## config.mk

```make
export PLATFORM = sky130hd
export DESIGN_NAME = alarm_match
export DESIGN_NICKNAME = d
export VERILOG_FILES = /design/src/rtl/alarm_match_pkg.sv /design/src/rtl/alarm_field_cmp.sv /design/src/rtl/alarm_status.sv /design/src/rtl/alarm_pulse.sv /design/src/rtl/alarm_match.sv
export SDC_FILE = /design/constraint.sdc
export NUM_CORES = 1
export LEC_CHECK = 0
export CORE_ASPECT_RATIO = 1.5
export CORE_MARGIN = 2
export CORE_UTILIZATION = 36
export DETAILED_ROUTE_END_ITERATION = 8
export HOLD_SLACK_MARGIN = 0.03
export PLACE_DENSITY = 0.95
export SYNTH_ARGS = -nofsm -noshare
export SYNTH_HDL_FRONTEND = slang
export SYNTH_SLANG_ARGS = --single-unit
```

## constraint.sdc

```tcl
create_clock -name clk_i -period 2.9 [get_ports clk_i]
set_input_delay 0.435 -clock clk_i [delete_from_list [all_inputs] [get_ports clk_i]]
set_output_delay 0.435 -clock clk_i [all_outputs]
set_load 0.02 [all_outputs]
```

## src/rtl/alarm_match_pkg.sv

```systemverilog
package alarm_match_pkg;
  localparam int unsigned NUM_FIELDS = 6;
  localparam int unsigned FIELD_W    = 8;
  localparam int unsigned EN_BIT     = FIELD_W - 1;
  typedef logic [FIELD_W-1:0] field_t;
endpackage

```

## src/rtl/alarm_field_cmp.sv

```systemverilog
module alarm_field_cmp
  import alarm_match_pkg::*;
#(
  parameter int unsigned N = NUM_FIELDS
) (
  input  logic [N-1:0][FIELD_W-1:0] cur_i,
  input  logic [N-1:0][FIELD_W-1:0] alm_i,
  output logic                      all_hit_o
);
  logic [N-1:0] hit;

  for (genvar g = 0; g < N; g++) begin : g_field
    // a disabled field never blocks the match
    assign hit[g] = ~alm_i[g][EN_BIT] |
                    (alm_i[g][EN_BIT-1:0] == cur_i[g][EN_BIT-1:0]);
  end

  assign all_hit_o = &hit;
endmodule

```

## src/rtl/alarm_status.sv

```systemverilog
module alarm_status (
  input  logic clk_i,
  input  logic rst_ni,
  input  logic set_i,
  input  logic wr_clr_i,
  input  logic rd_start_i,
  input  logic rd_done_i,
  input  logic auto_clr_i,
  output logic flag_o
);
  logic flag_q, seen_q;

  // seen_q: flag was set when the read began, with no new match since
  always_ff @(posedge clk_i or negedge rst_ni) begin
    if (!rst_ni) begin
      flag_q <= 1'b0;
      seen_q <= 1'b0;
    end else begin
      if (set_i)                                       flag_q <= 1'b1;
      else if (wr_clr_i)                               flag_q <= 1'b0;
      else if (rd_done_i && auto_clr_i && seen_q)      flag_q <= 1'b0;

      if (set_i)           seen_q <= 1'b0;
      else if (rd_start_i) seen_q <= flag_q;
      else if (rd_done_i)  seen_q <= 1'b0;
    end
  end

  assign flag_o = flag_q;


  set_flag_chk: assert property (@(posedge clk_i) disable iff (!rst_ni)
    set_i |=> flag_q);

  no_auto_clr_chk: assert property (@(posedge clk_i) disable iff (!rst_ni)
    (rd_done_i && !auto_clr_i && !wr_clr_i && flag_q) |=> flag_q);

  no_spurious_set_chk: assert property (@(posedge clk_i) disable iff (!rst_ni)
    !set_i |=> !$rose(flag_q));
endmodule

```

## src/rtl/alarm_pulse.sv

```systemverilog
module alarm_pulse #(
  parameter int unsigned PULSE_TICKS = 8192
) (
  input  logic clk_i,
  input  logic rst_ni,
  input  logic kill_i,
  input  logic start_i,
  input  logic tick_i,
  output logic active_o
);
  localparam int unsigned CNT_W = $clog2(PULSE_TICKS + 1);
  localparam logic [CNT_W-1:0] LOAD = CNT_W'(PULSE_TICKS);

  logic [CNT_W-1:0] cnt_q;

  always_ff @(posedge clk_i or negedge rst_ni) begin
    if (!rst_ni)                     cnt_q <= '0;
    else if (kill_i)                 cnt_q <= '0;
    else if (start_i)                cnt_q <= LOAD;
    else if (tick_i && cnt_q != '0)  cnt_q <= cnt_q - 1'b1;
  end

  assign active_o = (cnt_q != '0);


  no_overflow_chk: assert property (@(posedge clk_i) disable iff (!rst_ni)
    cnt_q <= LOAD);

  hold_low_chk: assert property (@(posedge clk_i) disable iff (!rst_ni)
    (active_o && !tick_i && !kill_i) |=> active_o);

  restart_chk: assert property (@(posedge clk_i) disable iff (!rst_ni)
    (start_i && !kill_i) |=> (cnt_q == LOAD));

  kill_chk: assert property (@(posedge clk_i) disable iff (!rst_ni)
    kill_i |=> !active_o);
endmodule

```

## src/rtl/alarm_match.sv

```systemverilog
module alarm_match
  import alarm_match_pkg::*;
#(
  parameter int unsigned PULSE_TICKS = 8192
) (
  input  logic       clk_i,
  input  logic       rst_ni,
  input  logic       tick_1hz_i,
  input  logic       tick_32k_i,
  input  logic [7:0] cur_sec_i,
  input  logic [7:0] cur_min_i,
  input  logic [7:0] cur_hour_i,
  input  logic [7:0] cur_date_i,
  input  logic [7:0] cur_mon_i,
  input  logic [7:0] cur_dow_i,
  input  logic [7:0] alm_sec_i,
  input  logic [7:0] alm_min_i,
  input  logic [7:0] alm_hour_i,
  input  logic [7:0] alm_date_i,
  input  logic [7:0] alm_mon_i,
  input  logic [7:0] alm_dow_i,
  input  logic       alarm_en_i,
  input  logic       pulse_mode_i,
  input  logic       auto_clr_i,
  input  logic       fout_active_i,
  input  logic       sts_wr_i,
  input  logic       sts_wr_data_i,
  input  logic       sts_rd_start_i,
  input  logic       sts_rd_done_i,
  output logic       alarm_flag_o,
  output logic       irq_no
);
  logic [NUM_FIELDS-1:0][FIELD_W-1:0] cur_vec, alm_vec;
  logic all_hit, armed, match_evt, pulse_active, assert_irq;

  assign cur_vec = {cur_dow_i, cur_mon_i, cur_date_i, cur_hour_i, cur_min_i, cur_sec_i};
  assign alm_vec = {alm_dow_i, alm_mon_i, alm_date_i, alm_hour_i, alm_min_i, alm_sec_i};

  alarm_field_cmp #(.N(NUM_FIELDS)) i_cmp (
    .cur_i     (cur_vec),
    .alm_i     (alm_vec),
    .all_hit_o (all_hit)
  );

  assign armed     = alarm_en_i & ~fout_active_i;
  assign match_evt = tick_1hz_i & armed & all_hit;

  alarm_status i_status (
    .clk_i      (clk_i),
    .rst_ni     (rst_ni),
    .set_i      (match_evt),
    .wr_clr_i   (sts_wr_i & ~sts_wr_data_i),
    .rd_start_i (sts_rd_start_i),
    .rd_done_i  (sts_rd_done_i),
    .auto_clr_i (auto_clr_i),
    .flag_o     (alarm_flag_o)
  );

  alarm_pulse #(.PULSE_TICKS(PULSE_TICKS)) i_pulse (
    .clk_i    (clk_i),
    .rst_ni   (rst_ni),
    .kill_i   (~armed),
    .start_i  (match_evt & pulse_mode_i),
    .tick_i   (tick_32k_i),
    .active_o (pulse_active)
  );

  assign assert_irq = armed & ((alarm_flag_o & ~pulse_mode_i) | pulse_active);
  assign irq_no     = ~assert_irq;


  write_one_chk: assert property (@(posedge clk_i) disable iff (!rst_ni)
    (sts_wr_i && sts_wr_data_i && !alarm_flag_o && !match_evt) |=> !alarm_flag_o);

  held_off_chk: assert property (@(posedge clk_i) disable iff (!rst_ni)
    (!alarm_en_i || fout_active_i) |=> !$rose(alarm_flag_o));

  level_follow_chk: assert property (@(posedge clk_i) disable iff (!rst_ni)
    (match_evt && !pulse_mode_i) |=> (!irq_no || !armed || pulse_mode_i));
endmodule

```

==> impl_metrics.ini <==
[critical_path]
slowest_delay_ns = 0.64
start_kind = flip-flop
worstSetupEndpointType = output port
r2r_start = i_pulse.cnt_q[4]
cp_data_arrival_time_ns = 2.31
path_class = reg2out
path_max_fanout = 4
rrSetupSlack_ns = 0.99
worstPathCellList = inv_1, ha_1, nor3b_1, nand4_1, o21ai_0, clkdlybuf4s50_1
r2r_cells = 5
crit_required_ns = 2.47
critPathSlowestCell = clkdlybuf4s50_1
r2r-end = i_pulse.cnt_q[13]

[global_route]
use_met1 = 0.208
grt_first_pass_wirelength_um = 6650
use_met2 = 0.398
grt_overflow_total = 0
grt_pass1_vias = 1607
antenna_found_initial = 0
grtUsageMet3 = 0.0318
grt_max_degree = 17
grtUsageTotal = 0.208
grt.busiest_layer = met2

[yosys]
synth_ff_type = dfrtp_1
synth_area_um2 = 1370
synthArstFlopShare = 1.00
synth.distinct_cells = 31
avgSynthCellArea_um2 = 9.06
synth_edf_count = 0
synth.yosys.warnings = 0
syn-num-nets = 261
yosysSeqAreaShare = 0.293
syn_inst = 151
synth-seq-cells = 16

[clocking]
root_buffer = clkbuf_8
hold_buffers = 0
cts_resized = 0
post-cts-setup-buffers = 0
clk_latency_ns = 0.25
cts_tree = done
path_clk_slew_ns = 0.06
cts_buffers = 3
cts_htree_levels = 1
clk_path_buf_depth = 2
cts.sinks = 16

[layout]
layout_common_cells = 103 x clkdlybuf4s50_1, 31 x xnor2_1, 22 x xor2_1
fill_cells = 288
multi_input_area_um2 = 952
final_common_cell = clkdlybuf4s50_1
register_area_um2 = 400
layout-drive-gt1-share = 0.0352
area_growth_pct = 82.2
final_nets = 368
n_antenna_cell = 0

[floorplan]
dieWidth_um = 54.3
ios = 110
die-area_um2 = 4320
initial_core_util = 0.375
rows = 27
coreArea_um2 = 3650
die_h_um = 79.5

[sta]
fin_crit_ns = 2.75
hold_viol_final = 0
final-setup-viol-count = 0
clock.fmax_mhz = 364
worst_pin_slew_ns = 0.697
relSlewSlack = 0.534
skew_ns = 0.00397
slew_violations = 0
period_share = 0.947
rsz0062_at_grt = no
fin_setup_tns_ns = 0

[drt]
drc = 0
drtIter0Drc = 23
vias = 1509
totalWireLength_um = 4000
postRouteAntennaNets = 0
first_pass_iters = 3
routedWlPerCell_um = 13.4
viasPerCell = 5.05

[status]
status = finished, final reports clean

[hold_path]
hold_end = i_status.seen_q
hp-start = i_status.seen_q
hold_path_depth = 2
hold_class = reg2reg

[run]
maxCapViolations = 0

[power]
power_density_nw_per_um2 = 592
power_uw = 1480
peakVddDrop_v = 0.000508
leakagePower_uw = 0.000961

[placed_design]
hpwl_um = 3580
gp_congestion = 0.685
port_buffers = 103
[power by group]
| part | leakage, µW | total [µW] | internal (µW) | switching, µW |
|---|---|---|---|---|
| registers | 0.000221 | 355 | 285 | 70.0 |
| logic | 0.000718 | 959 | 492 | 467 |
| clock network | 0.0000216 | 163 | 92.0 | 71.0 |
| total | 0.000961 | 1480 | 869 | 608 |
[area by class of cell]
type                            count  area share
Timing Repair Buffer              104       0.416
Multi-Input combinational cell    131       0.382
Sequential cell                    16       0.161
Inverter                            2     0.00301
Clock buffer                        3      0.0166
Tap cell                           43      0.0216
[per-layer routing]
layer	vias up	wire, µm
li1	753	-
met1	676	1290
met2	69	2340
met3	11	261
met4	0	110
met5	-	0
[synthesized netlist by cell type (3+ instances only)]
cell     number  area, µm²
a21oi_1       3       15.0
nor2_1       10       37.5
dfrtp_1      16        400
nand2_1       9       33.8
nand4_1      11       68.8
nor3_1       12       60.1
o41ai_1       6       52.6
xor2_1       22        193
xnor2_1      31        272
[cells by family (layout without fill, tap and decap cells)]
logic type	after synthesis	after routing	share of synthesized area
AO/OA/AOI/OAI	14	14	0.0759
XOR/XNOR	53	53	0.339
adder cells (fa/ha/maj)	2	2	0.0183
buffers and inverters	4	109	0.0119
flip-flops	16	16	0.293
AND/OR/NAND/NOR	62	62	0.262
[worst max path at each step]
stage	cells past startpoint	to	start	slack, ns
floorplan	5	irq_no	i_pulse.cnt_q[0]	0.91
global placement	7	i_pulse.cnt_q[13]	cur_hour_i[3]	0.53
detailed placement	6	irq_no	i_pulse.cnt_q[0]	0.45
CTS	6	irq_no	i_pulse.cnt_q[0]	0.14
global route	4	irq_no	i_pulse.cnt_q[9]	0.03
finish	6	irq_no	i_pulse.cnt_q[0]	0.15
[through the flow]
step / setup WS (ns) / utilization / area (µm²) / std cells / hold slack, ns
2_1_floorplan: 0.907 / - / 1370 / 151 / 0.139
3_3_place_gp: 0.533 / 0.672 / 2450 / 296 / 0.515
3_5_place_dp: 0.448 / 0.672 / 2450 / 296 / 0.531
4_1_cts: 0.140 / 0.683 / 2490 / 299 / 0.543
5_1_grt: 0.0316 / 0.683 / 2490 / 299 / 0.564
6_report: 0.152 / 0.683 / 2490 / 299 / 0.547
[flip-flops by register name, indices dropped and copies added, names as in the netlist]
register,flops
i_pulse.cnt_q,14
i_status.seen_q,1
i_status.flag_o,1
[worst max-delay path, delay by kind of cell, from the launching register on]
family	cells	cell delay (ns)
simple gates	2	0.53
fa+ha+maj	1	0.16
compound gates	1	0.25
flops	1	0.37
buf+inv	2	0.75
Note: power is estimated with default switching activity, not from simulation.
